### src/rtl/crt_pkg.sv
package crt_pkg;

    localparam int BYTE_W = 8;

    // Control byte, most significant bit first.
    typedef struct packed {
        logic ovf_flag;   // bit 7
        logic ext_flag;   // bit 6
        logic rx_sel;     // bit 5
        logic tx_sel;     // bit 4
        logic trig_en;    // bit 3
        logic run;        // bit 2
        logic ext_cnt;    // bit 1
        logic cap_mode;   // bit 0
    } ctrl_t;

    // What the count register does in a given cycle.
    typedef enum logic [2:0] {
        CA_HOLD   = 3'd0,
        CA_STEP   = 3'd1,
        CA_RELOAD = 3'd2,
        CA_WRAP   = 3'd3,
        CA_SW     = 3'd4
    } cnt_act_e;

    function automatic logic is_baud(ctrl_t c);
        return c.rx_sel | c.tx_sel;
    endfunction

    function automatic logic is_reload(ctrl_t c);
        return is_baud(c) | ~c.cap_mode;
    endfunction

endpackage

### src/rtl/crt_pin_fall.sv
module crt_pin_fall #(
    parameter int STAGES = 2
) (
    input  logic clk,
    input  logic rst,
    input  logic pin,
    output logic fall
);
    // chain[STAGES-1] is the synchronised level, chain[STAGES] its previous value
    logic [STAGES:0] chain;

    always_ff @(posedge clk) begin
        if (rst) chain <= '1;
        else     chain <= {chain[STAGES-1:0], pin};
    end

    assign fall = chain[STAGES] & ~chain[STAGES-1];

    // a detected falling edge never lasts two cycles
    assert_fall_single_R3: assert property (@(posedge clk) disable iff (rst)
        fall |=> !fall);

endmodule

### src/rtl/crt_ctrl_reg.sv
module crt_ctrl_reg
    import crt_pkg::*;
(
    input  logic                clk,
    input  logic                rst,
    input  logic                wr,
    input  logic [BYTE_W-1:0]   wdata,
    input  logic                set_ovf,
    input  logic                set_ext,
    output ctrl_t               ctrl
);
    ctrl_t ctrl_q, ctrl_d, wr_view;

    assign wr_view = ctrl_t'(wdata);

    always_comb begin
        ctrl_d = ctrl_q;
        if (wr) begin
            ctrl_d = wr_view;
            // flags: writing 0 clears, writing 1 keeps
            ctrl_d.ovf_flag = ctrl_q.ovf_flag & wr_view.ovf_flag;
            ctrl_d.ext_flag = ctrl_q.ext_flag & wr_view.ext_flag;
        end
        if (set_ovf) ctrl_d.ovf_flag = 1'b1;
        if (set_ext) ctrl_d.ext_flag = 1'b1;
    end

    always_ff @(posedge clk) begin
        if (rst) ctrl_q <= '0;
        else     ctrl_q <= ctrl_d;
    end

    assign ctrl = ctrl_q;

    // flags are sticky until software writes 0
    assert_ovf_sticky_R10: assert property (@(posedge clk) disable iff (rst)
        (ctrl_q.ovf_flag && !(wr && !wr_view.ovf_flag)) |=> ctrl_q.ovf_flag);
    assert_ext_sticky_R10: assert property (@(posedge clk) disable iff (rst)
        (ctrl_q.ext_flag && !(wr && !wr_view.ext_flag)) |=> ctrl_q.ext_flag);
    // software alone cannot raise a flag
    assert_no_sw_set_R10: assert property (@(posedge clk) disable iff (rst)
        (!ctrl_q.ovf_flag && !set_ovf) |=> !ctrl_q.ovf_flag);
    // baud mode never raises the overflow flag
    assert_baud_no_flag_R8: assert property (@(posedge clk) disable iff (rst)
        (!ctrl_q.ovf_flag && (ctrl_q.rx_sel || ctrl_q.tx_sel)) |=> !ctrl_q.ovf_flag);

endmodule

### src/rtl/crt_counter.sv
module crt_counter
    import crt_pkg::*;
#(
    parameter int CNT_W = 16,
    localparam int NB   = CNT_W / BYTE_W
) (
    input  logic                clk,
    input  logic                rst,
    input  ctrl_t               ctrl,
    input  logic                cnt_fall,
    input  logic                trig_fall,
    input  logic [NB-1:0]       cnt_wr_b,
    input  logic [NB-1:0]       rld_wr_b,
    input  logic [BYTE_W-1:0]   wdata,
    output logic [CNT_W-1:0]    count_o,
    output logic [CNT_W-1:0]    rld_o,
    output logic                ovf_o,
    output logic                set_ovf_o,
    output logic                set_ext_o
);
    logic [CNT_W-1:0] count_q, count_d, rld_q, rld_d;
    logic [CNT_W-1:0] cnt_merge, rld_merge;
    logic             tick, baud, reload_m, trig_evt, cap_evt, ovf, sw_cnt;
    cnt_act_e         act;

    assign baud     = is_baud(ctrl);
    assign reload_m = is_reload(ctrl);
    assign tick     = ctrl.run & (ctrl.ext_cnt ? cnt_fall : 1'b1);
    assign ovf      = tick & (count_q == '1);
    assign trig_evt = trig_fall & ctrl.trig_en & ~baud;
    assign cap_evt  = trig_evt & ~reload_m;
    assign sw_cnt   = |cnt_wr_b;

    always_comb begin
        cnt_merge = count_q;
        rld_merge = rld_q;
        for (int i = 0; i < NB; i++) begin
            if (cnt_wr_b[i]) cnt_merge[i*BYTE_W +: BYTE_W] = wdata;
            if (rld_wr_b[i]) rld_merge[i*BYTE_W +: BYTE_W] = wdata;
        end
    end

    // priority: software write, trigger reload, overflow, step
    always_comb begin
        if (sw_cnt)                    act = CA_SW;
        else if (trig_evt && reload_m) act = CA_RELOAD;
        else if (ovf)                  act = reload_m ? CA_RELOAD : CA_WRAP;
        else if (tick)                 act = CA_STEP;
        else                           act = CA_HOLD;
    end

    always_comb begin
        unique case (act)
            CA_SW:     count_d = cnt_merge;
            CA_RELOAD: count_d = rld_q;
            CA_WRAP:   count_d = '0;
            CA_STEP:   count_d = count_q + CNT_W'(1);
            default:   count_d = count_q;
        endcase
    end

    // a hardware capture wins over a software write of the same register
    assign rld_d = cap_evt ? count_q : rld_merge;

    always_ff @(posedge clk) begin
        if (rst) begin
            count_q <= '0;
            rld_q   <= '0;
        end else begin
            count_q <= count_d;
            rld_q   <= rld_d;
        end
    end

    assign count_o   = count_q;
    assign rld_o     = rld_q;
    assign ovf_o     = ovf;
    assign set_ovf_o = ovf & ~baud;
    assign set_ext_o = trig_evt;

    // free-running step on the core clock
    assert_step_R2: assert property (@(posedge clk) disable iff (rst)
        (ctrl.run && !ctrl.ext_cnt && count_q != '1 && !trig_fall && cnt_wr_b == '0)
        |=> count_q == $past(count_q) + CNT_W'(1));
    // a stopped counter holds
    assert_hold_R2: assert property (@(posedge clk) disable iff (rst)
        (!ctrl.run && !trig_fall && cnt_wr_b == '0) |=> $stable(count_q));
    // overflow in reload mode loads the reload value
    assert_ovf_reload_R4: assert property (@(posedge clk) disable iff (rst)
        (ctrl.run && !ctrl.ext_cnt && count_q == '1 && reload_m && cnt_wr_b == '0)
        |=> count_q == $past(rld_q));
    // overflow in capture mode wraps to zero
    assert_cap_wrap_R5: assert property (@(posedge clk) disable iff (rst)
        (ctrl.run && !ctrl.ext_cnt && count_q == '1 && !reload_m && cnt_wr_b == '0)
        |=> count_q == '0);
    // a trigger in capture mode stores the count
    assert_capture_R5: assert property (@(posedge clk) disable iff (rst)
        (trig_fall && ctrl.trig_en && ctrl.cap_mode && !baud) |=> rld_q == $past(count_q));
    // a trigger in reload mode loads the count
    assert_trig_reload_R6: assert property (@(posedge clk) disable iff (rst)
        (trig_fall && ctrl.trig_en && !ctrl.cap_mode && !baud && cnt_wr_b == '0)
        |=> count_q == $past(rld_q));
    // triggers are ignored without the enable
    assert_trig_ignored_R7: assert property (@(posedge clk) disable iff (rst)
        (!ctrl.trig_en && rld_wr_b == '0) |=> $stable(rld_q));
    // no capture in baud mode
    assert_baud_no_capture_R8: assert property (@(posedge clk) disable iff (rst)
        (baud && rld_wr_b == '0) |=> $stable(rld_q));
    // capture and wrap in the same cycle
    assert_cap_and_wrap_R11: assert property (@(posedge clk) disable iff (rst)
        (trig_fall && ctrl.trig_en && ctrl.cap_mode && !baud && ctrl.run &&
         !ctrl.ext_cnt && count_q == '1 && cnt_wr_b == '0)
        |=> (count_q == '0 && rld_q == '1));

endmodule

### src/rtl/cap_reload_timer.sv
module cap_reload_timer
    import crt_pkg::*;
#(
    parameter int          CNT_W       = 16,
    parameter int          SYNC_STAGES = 2,
    parameter logic [7:0]  CTRL_ADDR   = 8'hC8,
    parameter logic [7:0]  CNT_ADDR    = 8'hCC,
    parameter logic [7:0]  RLD_ADDR    = 8'hCA
) (
    input  logic        clk,
    input  logic        rst,
    input  logic [7:0]  sfr_addr,
    input  logic        sfr_wr,
    input  logic [7:0]  sfr_wdata,
    output logic [7:0]  sfr_rdata,
    input  logic        cnt_pin,
    input  logic        trig_pin,
    output logic        irq,
    output logic        rx_clk_sel,
    output logic        tx_clk_sel,
    output logic        ovf_pulse
);
    localparam int NB = CNT_W / BYTE_W;

    ctrl_t            ctrl;
    logic [CNT_W-1:0] count, rld;
    logic [NB-1:0]    cnt_wr_b, rld_wr_b;
    logic             cnt_fall, trig_fall, ovf, set_ovf, set_ext, ctrl_wr;

    assign ctrl_wr = sfr_wr && (sfr_addr == CTRL_ADDR);

    for (genvar i = 0; i < NB; i++) begin : g_lane
        assign cnt_wr_b[i] = sfr_wr && (sfr_addr == CNT_ADDR + 8'(i));
        assign rld_wr_b[i] = sfr_wr && (sfr_addr == RLD_ADDR + 8'(i));
    end

    crt_pin_fall #(.STAGES(SYNC_STAGES)) u_cnt_sync (
        .clk(clk), .rst(rst), .pin(cnt_pin), .fall(cnt_fall));

    crt_pin_fall #(.STAGES(SYNC_STAGES)) u_trig_sync (
        .clk(clk), .rst(rst), .pin(trig_pin), .fall(trig_fall));

    crt_ctrl_reg u_ctrl (
        .clk(clk), .rst(rst), .wr(ctrl_wr), .wdata(sfr_wdata),
        .set_ovf(set_ovf), .set_ext(set_ext), .ctrl(ctrl));

    crt_counter #(.CNT_W(CNT_W)) u_cnt (
        .clk(clk), .rst(rst), .ctrl(ctrl), .cnt_fall(cnt_fall),
        .trig_fall(trig_fall), .cnt_wr_b(cnt_wr_b), .rld_wr_b(rld_wr_b),
        .wdata(sfr_wdata), .count_o(count), .rld_o(rld), .ovf_o(ovf),
        .set_ovf_o(set_ovf), .set_ext_o(set_ext));

    always_comb begin
        sfr_rdata = '0;
        if (sfr_addr == CTRL_ADDR) sfr_rdata = ctrl;
        for (int i = 0; i < NB; i++) begin
            if (sfr_addr == CNT_ADDR + 8'(i)) sfr_rdata = count[i*BYTE_W +: BYTE_W];
            if (sfr_addr == RLD_ADDR + 8'(i)) sfr_rdata = rld[i*BYTE_W +: BYTE_W];
        end
    end

    always_ff @(posedge clk) begin
        if (rst) ovf_pulse <= 1'b0;
        else     ovf_pulse <= ovf;
    end

    assign irq        = ctrl.ovf_flag | ctrl.ext_flag;
    assign rx_clk_sel = ctrl.rx_sel;
    assign tx_clk_sel = ctrl.tx_sel;

    // each overflow yields a pulse one cycle later
    assert_pulse_follows_R9: assert property (@(posedge clk) disable iff (rst)
        ovf |=> ovf_pulse);

endmodule

### config.mk
export PLATFORM = sky130hd
export DESIGN_NAME = cap_reload_timer
export DESIGN_NICKNAME = d
export VERILOG_FILES = /design/src/rtl/crt_pkg.sv /design/src/rtl/crt_pin_fall.sv /design/src/rtl/crt_ctrl_reg.sv /design/src/rtl/crt_counter.sv /design/src/rtl/cap_reload_timer.sv
export SDC_FILE = /design/constraint.sdc
export NUM_CORES = 1
export LEC_CHECK = 0
export CORE_MARGIN = 2
export CORE_UTILIZATION = 55
export CTS_CLUSTER_DIAMETER = 30
export DETAILED_ROUTE_END_ITERATION = 10
export DONT_BUFFER_PORTS = 1
export GPL_ROUTABILITY_DRIVEN = 0
export GPL_TIMING_DRIVEN = 1
export PLACE_DENSITY = 0.7
export SYNTH_ARGS = -nofsm -noshare
export SYNTH_HDL_FRONTEND = slang
export SYNTH_SLANG_ARGS = --single-unit
### constraint.sdc
create_clock -name clk -period 2.9 [get_ports clk]
set_clock_uncertainty 0.2 [all_clocks]
set_input_delay 0.145 -clock clk [delete_from_list [all_inputs] [get_ports clk]]
set_output_delay 0.145 -clock clk [all_outputs]
set_load 0.02 [all_outputs]
==> out/metrics.yaml, run 1 <==
status: "complete, no violations"
cts_buffers: 5
min_from: "rst"
cpPeakStageDelay_ns: 0.63
max-vdd-ir-drop_uv: 253
hold_path.class: "in -> reg"
synth_common_cells: "47 x dfxtp_1, 36 x nor2_1, 31 x mux2i_1"
period_share: 0.874
arrival_ns: 2.19
synth_top_cell_by_area: "dfxtp_1"
grt_first_pass_wirelength_um: 13400
grt-ovfl-total: 0
p_leak_nw: 1.14
placeableCoreArea_um2: 5110
antenna_found_initial: 1
drc: 0
fillers: 449
clk_pin_slew_ns: 0.09
cts_tree: "yes"
path_buf_inv: 1
tightest_slew_ns: 0.775
synth_compound_area_frac: 0.188
h-tree-depth: 2
synthesis.nets: 356
grt_max_degree: 33
synthAdderAreaFrac: 0.00429
finalCriticalPeriod_ns: 2.54
crit_slowest_cell: "dfxtp_1"
drt_iter0_drc: 213
synthSimpleGateAreaFrac: 0.247
rsz0062_at_grt: "no"
timing.rr.start: "u_trig_sync.chain[1]$_SDFF_PP1_"
cp_top_family: "compound AO/OA/AOI/OAI gates"
ys_types: 54
cp-start-kind: "flop"
wl_met2_um: 3940
clockBufferDepth: 2
r2r_slack_ns: 0.46
grt_usage: 0.289
initial_utilization: 0.571
synth_top_family_by_area: "simple AND/OR/NAND/NOR gates"
setup_viol_count_final: 0
syn_inst: 334
holdPathEnd: "u_cnt.count_o[7]$_SDFFE_PP0P_"
grt_pass1_vias: 2634
synthArstFlopShare: 0
ctsRootBufferMaster: "clkbuf_8"
finalHoldViolCount: 0
max_freq_mhz: 394
required_ns: 2.56
synth_most_common_cell: "dfxtp_1"
maxSlewHeadroom: 0.484
nNetsFinal: 368
muxShareOfSynthArea: 0.130
io-pin-count: 33
die-width_um: 76.8
rows: 26
path_class: "reg -> out"
vias: 2672
drt-total-wl_um: 8240
reg2reg_depth: 5
end_kind: "output pin"
viasPerCell: 6.39
synth_edf_count: 0
port_buffers: 0
seq_area_frac_synth: 0.322
cp_max_fo: 8
firstDrtPassIters: 5
postSynthAreaPerCell_um2: 8.74
cts.sinks: 47
power_density_nw_per_um2: 341
die_area_um2: 5900
syn_area_um2: 2920
yosys_warnings: 0
synthFlopType: "dfxtp_1"
path_cells: "inv_1 -> o31a_1 -> nor4_1 -> a221oi_1 -> a21oi_1"
setup-tns-final_ns: 0
synthXorXnorAreaFrac: 0.0390
synth_top_area_share: 0.322
reg2reg_to: "u_cnt.rld_o[10]$_SDFFE_PP0P_"
hold_depth: 3
area_growth_syn_to_layout_pct: 12.1
dieHeight_um: 76.8
ys_ff_latch: 47
met1Wirelength_um: 3560
ys_top_cells_by_area: "dfxtp_1 32%, mux2i_1 11%, o221ai_2 5.1%, nand3_1 5.0%, nor2_1 4.6%"
clock_latency_ns: 0.31
met3WireLength_um: 494
place_hpwl_um: 5430
timing.hold.ws_ns: 0.0560
drive_gt1_frac: 0.147
max-cap-violations: 0
ant_nets: 0
avgRoutedWirePerCell_um: 19.7
highest_layer: "met4"
slew_viol_final: 0
repair_timing:
item | CTS | global route
endpoints found under the hold margin | 47 | 0
hold buffers | 22 | 0
resized for setup | 0 | 0
buffers inserted | 0 | 0
tightest hold or removal path, cell delays in order:
cell	delay, ns
o21bai_1	0.11
buf_4	0.18
o221ai_2	0.09
flip-flops by register name, indices dropped and copies added, names as in the netlist:
signal	cells
u_trig_sync.chain	3
u_cnt_sync.chain	3
u_cnt.count_o	16
u_cnt.rld_o	16
u_ctrl.ctrl	8
ovf_pulse	1
how the worst max path moves through the flow:
stage	startpoint	to	slack [ns]	cells past startpoint
global placement	sfr_addr[5]	sfr_rdata[5]	0.62	5
finish	u_ctrl.ctrl[4]$_SDFFE_PP0P_	sfr_rdata[4]	0.36	5
detailed placement	u_cnt.count_o[1]$_SDFFE_PP0P_	u_cnt.count_o[3]$_SDFFE_PP0P_	0.58	6
CTS	u_ctrl.ctrl[4]$_SDFFE_PP0P_	sfr_rdata[4]	0.37	5
floorplan	u_cnt.count_o[0]$_SDFFE_PP0P_	u_cnt.count_o[10]$_SDFFE_PP0P_	0.93	7
global route	u_ctrl.ctrl[4]$_SDFFE_PP0P_	sfr_rdata[4]	0.23	5
kinds of logic (layout without fill, tap and decap cells):
logic type | after synthesis | in the layout
and+or+nand+nor | 128 | 128
AOI/OAI and AO/OA | 63 | 63
DFF | 47 | 47
buffers and inverters | 45 | 58
muxes | 37 | 37
xor gates and xnor gates | 13 | 13
adders and majority gates | 1 | 1
other | 0 | 1
final cells by class:
class                           instances  area (um^2)  share of cell area
Clock inverter                          2         12.5             0.00382
Clock buffer                            6         72.6              0.0222
Multi-Input combinational cell        242         1780               0.544
Tap cell                               70         87.6              0.0268
Inverter                               17         63.8              0.0195
Antenna cell                            1         2.50            0.000765
Sequential cell                        47          941               0.288
Timing Repair Buffer                   33          313              0.0956
metrics by stage:
| step | std cells | setup WS, ns | utilization | instance area [um^2] | power, W |
|---|---|---|---|---|---|
| floorplan | 334 | 0.925 | - | 2920 | 0.000699 |
| global placement | 387 | 0.624 | 0.578 | 2950 | 0.000693 |
| detailed placement | 387 | 0.584 | 0.578 | 2950 | 0.000693 |
| CTS | 417 | 0.369 | 0.640 | 3270 | 0.00112 |
| global route | 418 | 0.232 | 0.641 | 3270 | 0.00115 |
| finish | 418 | 0.365 | 0.641 | 3270 | 0.00111 |
power by group:
group	switching (W)	total (W)	leakage, nW	internal [W]
clock	0.000230	0.000399	0.0412	0.000169
combinational	0.0000350	0.0000648	0.721	0.0000298
sequential	0.00000168	0.000650	0.380	0.000649
total	0.000267	0.00111	1.14	0.000847
routing by layer:
layer,global-route usage,vias to the layer above
met2,0.485,104
met3,0.0553,25
met1,0.364,1283
met4,0.115,0
li1,-,1260
met5,0,-
cells in the final DEF (no fill, tap or decap), drive strengths merged, types with 7 or more instances in the layout:
cell         instances
dlygate4sd3         21
xor2                 7
or2                  7
o221ai              16
nor2                38
buf                 12
a311oi               8
mux2i               31
nand2               19
a211oi               8
inv                 17
nand3               29
dfxtp               47
No activity file was read; power rests on OpenSTA's default activity.
==> run 2, diff against run 1 <==
CTS_CLUSTER_DIAMETER = 120   (was 30)
clock period = 2.93 ns   (was 2.9 ns; I/O delays follow)
==> run 2 against run 1 <==
  * Via count decreased by 0.86%
  * Sequential power decreased by 0.9%
  * Clock power up 8.5%
  * Power rose by 2.2%
  * Worst hold slack lost 0.037 ns
  * Die area did not move
  * Combinational power down 3.9%
  * Utilization rose by 0.20 points
  * Final cell count shrank 0.24%
  * Global-route usage shrank 0.64 points
  * Count of clock-buffer cells in the layout is 2 higher
  * Sequential cell count unchanged
==> out/metrics.yaml, run 2 (synthesis gave the netlist of run 1 again) <==
status: "complete, no violations"
min_from: "sfr_addr[1]"
hold_buffers: 21  # -4.5%
period_share: 0.871
antenna_cells: 0  # -1
grt-ovfl-total: 0  # unchanged
maxSlewHeadroom: 0.479  # -0.00438
drive_gt1_frac: 0.150  # +0.00288
pre_cts_slack_ns: 0.620  # +0.0359 ns
max-vdd-ir-drop_uv: 257  # +1.5%
clock_latency_ns: 0.30  # about the same
finalHoldViolCount: 0  # unchanged
fillers: 477  # +6.2%
drc: 0  # unchanged
end_kind: "output pin"
setup_viol_count_final: 0  # unchanged
power_density_nw_per_um2: 347  # +1.9%
cts.sinks: 47  # unchanged
timing.hold.ws_ns: 0.0193  # -0.0366 ns
antenna_found_initial: 0  # -1
ctsRootBufferMaster: "clkbuf_8"
port_buffers: 0  # unchanged
drt_iter0_drc: 204  # -4.2%
post_cts_buffers: 0  # unchanged
combPwrFrac: 0.055  # -0.003
area_growth_syn_to_layout_pct: 12.5
io-pin-count: 33  # unchanged
rsz0062_at_grt: "no"
regArea_um2: 941  # unchanged
required_ns: 2.58  # +0.02 ns
cp_max_fo: 8  # unchanged
cp-start-kind: "flop"
place_hpwl_um: 5420  # -0.17%
arrival_ns: 2.21  # +0.02 ns
p_int_w: 0.000886  # +4.6%
grt_max_degree: 33  # unchanged
tightest_slew_ns: 0.781  # +0.00658 ns
ant_nets: 0  # unchanged
max_freq_mhz: 392
clk_pin_slew_ns: 0.08  # about the same
cts_buffers: 5  # unchanged
p_leak_nw: 1.15  # +0.41%
max-cap-violations: 0  # unchanged
crit_slowest_cell: "dfxtp_1"
stdcell_count: 417  # -0.24%
timing.rr.start: "u_ctrl.ctrl[3]$_SDFFE_PP0P_"
cp-startpoint: "u_ctrl.ctrl[4]$_SDFFE_PP0P_"
setup_slack_ns: 0.378  # +0.0130 ns
hold_path.class: "in -> reg"
placeableCoreArea_um2: 5110  # unchanged
setup-tns-final_ns: 0  # unchanged
vias: 2649  # -0.86%
firstDrtPassIters: 5  # unchanged
viasPerCell: 6.35  # -0.62%
power.total_w: 0.00114  # +2.2%
initial_utilization: 0.571  # unchanged
grt_pass1_vias: 2619  # -0.57%
cpPeakStageDelay_ns: 0.63  # about the same
p_seq_frac: 0.565  # -0.019
swShare: 0.222  # -0.0177
place_inst: 388  # +0.26%
clockBufferDepth: 2  # unchanged
final_common_cell: "dfxtp_1"
cts_resized: 0  # unchanged
cts_tree: "yes"
dieHeight_um: 76.8  # unchanged
nNetsFinal: 368  # unchanged
drt-total-wl_um: 8060  # -2.2%
h-tree-depth: 2  # unchanged
slew_viol_final: 0  # unchanged
grt_usage: 0.282  # -0.00644
path_cells: "inv_1 -> o31a_1 -> nor4_1 -> a221oi_1 -> a21oi_1"
die-width_um: 76.8  # unchanged
grt_first_pass_wirelength_um: 13300  # -1.1%
path_class: "reg -> out"
rows: 26  # unchanged
finalCriticalPeriod_ns: 2.55
avgRoutedWirePerCell_um: 19.3  # -2.0%
switchingPower_w: 0.000253  # -5.3%
power_frac_clock: 0.380  # +0.022
die_area_um2: 5900  # unchanged
multi_input_area_um2: 1780  # unchanged
final_cell_mix: "47 x dfxtp_1, 36 x nor2_1, 31 x mux2i_1"
[run 2: cell type report]
cell class	instances	share of cell area
clock buffers	8	0.0305
inverters	17	0.0194
multi-input cells	242	0.542
flip-flops and latches	47	0.287
well taps	70	0.0267
repair buffers	33	0.0945
[run 2: final timing paths]
check | cells past startpoint | slack (ns) | end
worst max-delay path | 5 | 0.38 | sfr_rdata[4]
worst min-delay path | 4 | 0.02 | u_ctrl.ctrl[7]$_SDFFE_PP0P_
worst min register to register | 1 | 0.22 | u_cnt_sync.chain[1]$_SDFF_PP1_
worst max register to register | 6 | 0.51 | u_cnt.rld_o[15]$_SDFFE_PP0P_
[run 2: power by group through the flow]
stage	sequential, W	clock [W]	combinational [W]
global placement	0.000659	0	0.0000269
CTS	0.000644	0.000440	0.0000621
finish	0.000644	0.000433	0.0000623
floorplan	0.000658	0	0.0000338
detailed placement	0.000659	0	0.0000273
global route	0.000644	0.000470	0.0000661
[run 2: layer usage]
layer  track usage  part of all wire  vias up
li1              -                 -     1259
met1         0.366              0.43     1250
met2         0.473              0.47      129
met3        0.0565             0.081       11
met4        0.0873             0.019        0
met5             0                 0        -
[run 2: metrics by stage]
stage,instance area [um^2],util
floorplan,2920,-
global placement,2960,0.580
detailed placement,2960,0.580
CTS,3280,0.643
global route,3280,0.643
finish,3280,0.643
[run 2: worst max-delay path, delay by kind of cell, from the launching register on]
family	cells	cell delay [ns]
AND/OR/NAND/NOR	1	0.35
AO/OA/AOI/OAI	3	0.85
flip-flops	1	0.63
buffers and inverters	1	0.08
==> run 3, diff against run 2 <==
CORE_MARGIN = not set   (was 2)
==> run 3 against run 2 <==
  * Die area fell by 5.1%
  * Final cell count rose by 0.24%
  * Register-to-register slack got worse by 0.30 ns
  * Worst hold slack improved by 0.098 ns
  * Sequential power barely moved
  * Critical path depth rose by 3
  * Sequential share of layout area fell by 0.11 points
  * Setup slack got worse by 0.17 ns
  * Largest cell class unchanged
  * Largest power group unchanged
==> out/metrics.yaml, run 3 (synthesis gave the netlist of run 1 again) <==
status: "complete, no violations"
area_growth_syn_to_layout_pct: 12.9
drc: 0  # unchanged
port_buffers: 0  # unchanged
cts_tree: "yes"
setup_slack_ns: 0.211  # -0.167 ns
max_freq_mhz: 368  # -6.1%
cp-start-kind: "flop"
post_cts_buffers: 0  # unchanged
antenna_found_initial: 0  # unchanged
timing.rr.start: "u_cnt.count_o[1]$_SDFFE_PP0P_"
fillers: 447  # -6.3%
drt_iter0_drc: 201  # -1.5%
pre_cts_slack_ns: 0.595  # -0.0246 ns
final_cell_mix: "47 x dfxtp_1, 36 x nor2_1, 31 x mux2i_1"
finalCriticalPeriod_ns: 2.72  # +0.167 ns
rows: 26  # unchanged
viasPerCell: 6.51  # +2.4%
cts_resized: 0  # unchanged
p_leak_nw: 1.17  # +1.8%
power.total_w: 0.00113  # -0.50%
period_share: 0.928  # +0.0569
cts_buffers: 5  # unchanged
hold_path.class: "in -> reg"
clk_pin_slew_ns: 0.08  # about the same
reg2reg_to: "u_ctrl.ctrl[7]$_SDFFE_PP0P_"
final_common_cell: "dfxtp_1"
required_ns: 2.98  # +0.40 ns
initial_utilization: 0.571  # unchanged
min_from: "rst"
die-width_um: 74.8  # -2.6%
hold_depth: 3  # -1
path_class: "reg -> reg"
ant_nets: 0  # unchanged
nNetsFinal: 369  # +0.27%
io-pin-count: 33  # unchanged
postPlaceCellArea_um2: 2950  # -0.25%
grt_usage: 0.311  # +0.0290
tightest_slew_ns: 0.755  # -0.0265 ns
reg2reg_depth: 8  # +2
avgRoutedWirePerCell_um: 19.8  # +2.7%
arrival_ns: 2.77  # +0.56 ns
firstDrtPassIters: 4  # -1
grt_max_degree: 33  # unchanged
clockBufferDepth: 2  # unchanged
setup_viol_count_final: 0  # unchanged
cp_max_fo: 10  # +2
finalHoldViolCount: 0  # unchanged
dieHeight_um: 74.8  # -2.6%
place_hpwl_um: 5650  # +4.2%
rsz0062_at_grt: "no"
vias: 2720  # +2.7%
setup-tns-final_ns: 0  # unchanged
ctsRootBufferMaster: "clkbuf_8"
drt-total-wl_um: 8290  # +2.9%
antenna_cells: 0  # unchanged
grt_first_pass_wirelength_um: 12800  # -3.6%
max-cap-violations: 0  # unchanged
max-vdd-ir-drop_uv: 284  # +11%
grt-ovfl-total: 0  # unchanged
h-tree-depth: 2  # unchanged
placeableCoreArea_um2: 5110  # unchanged
grt_pass1_vias: 2475  # -5.5%
maxSlewHeadroom: 0.497  # +0.0176
clock_latency_ns: 0.30  # about the same
final_area_um2: 3290  # +0.38%
holdPathEnd: "u_cnt.count_o[12]$_SDFFE_PP0P_"
power_density_nw_per_um2: 344  # -0.88%
cts.sinks: 47  # unchanged
die_area_um2: 5600  # -5.1%
cp-startpoint: "u_cnt.count_o[1]$_SDFFE_PP0P_"
end_kind: "flop"
slew_viol_final: 0  # unchanged
drive_gt1_frac: 0.147  # -0.00330
r2r_slack_ns: 0.21  # -0.30 ns
run 3: timing repair:
action	in CTS	in global routing
endpoints found under the hold margin	47	0
hold buffers	23	0
setup endpoints to repair	0	0
run 3: layout make-up:
cell class	instances	area [um^2]	area share
Multi-Input combinational cell	242	1780	0.540
Timing Repair Buffer	34	323	0.0980
Clock buffer	8	100	0.0304
Inverter	17	63.8	0.0194
Sequential cell	47	941	0.286
Tap cell	70	87.6	0.0266
run 3: stage by stage:
| step | std cells | hold WS, ns | util |
|---|---|---|---|
| after CTS | 418 | 0.106 | 0.645 |
| after detailed placement | 387 | 0.0230 | 0.578 |
| after floorplan | 334 | 0.0503 | - |
| after global placement | 387 | 0.0214 | 0.578 |
| final | 418 | 0.117 | 0.645 |
| after global routing | 418 | 0.133 | 0.645 |
run 3: power breakdown:
group	total (W)	internal, W	switching [W]
Sequential	0.000644	0.000642	0.00000161
Clock	0.000427	0.000216	0.000211
Combinational	0.0000632	0.0000286	0.0000346
run 3: worst max path at each step:
stage | endpoint | depth (start not counted)
after global placement | u_cnt.count_o[6]$_SDFFE_PP0P_ | 6
after global routing | u_ctrl.ctrl[7]$_SDFFE_PP0P_ | 8
after detailed placement | u_cnt.count_o[3]$_SDFFE_PP0P_ | 6
final | u_ctrl.ctrl[7]$_SDFFE_PP0P_ | 8
after CTS | u_ctrl.ctrl[7]$_SDFFE_PP0P_ | 8
after floorplan | u_cnt.count_o[10]$_SDFFE_PP0P_ | 7
run 3: critical path, cell delays in order, from the launching register on:
cell           delay (ns)
dfxtp_1              0.44
ha_1                 0.25
nand4_1              0.16
nor2_1               0.18
nand3_1              0.29
buf_4                0.29
o31a_1               0.24
nor2_1               0.07
dlygate4sd3_1        0.54
run 3: metal layers:
metal | global-route usage | wire length, um
met3 | 0.0643 | 590
met2 | 0.501 | 3980
met1 | 0.421 | 3570
met5 | 0 | 0
met4 | 0.0964 | 157
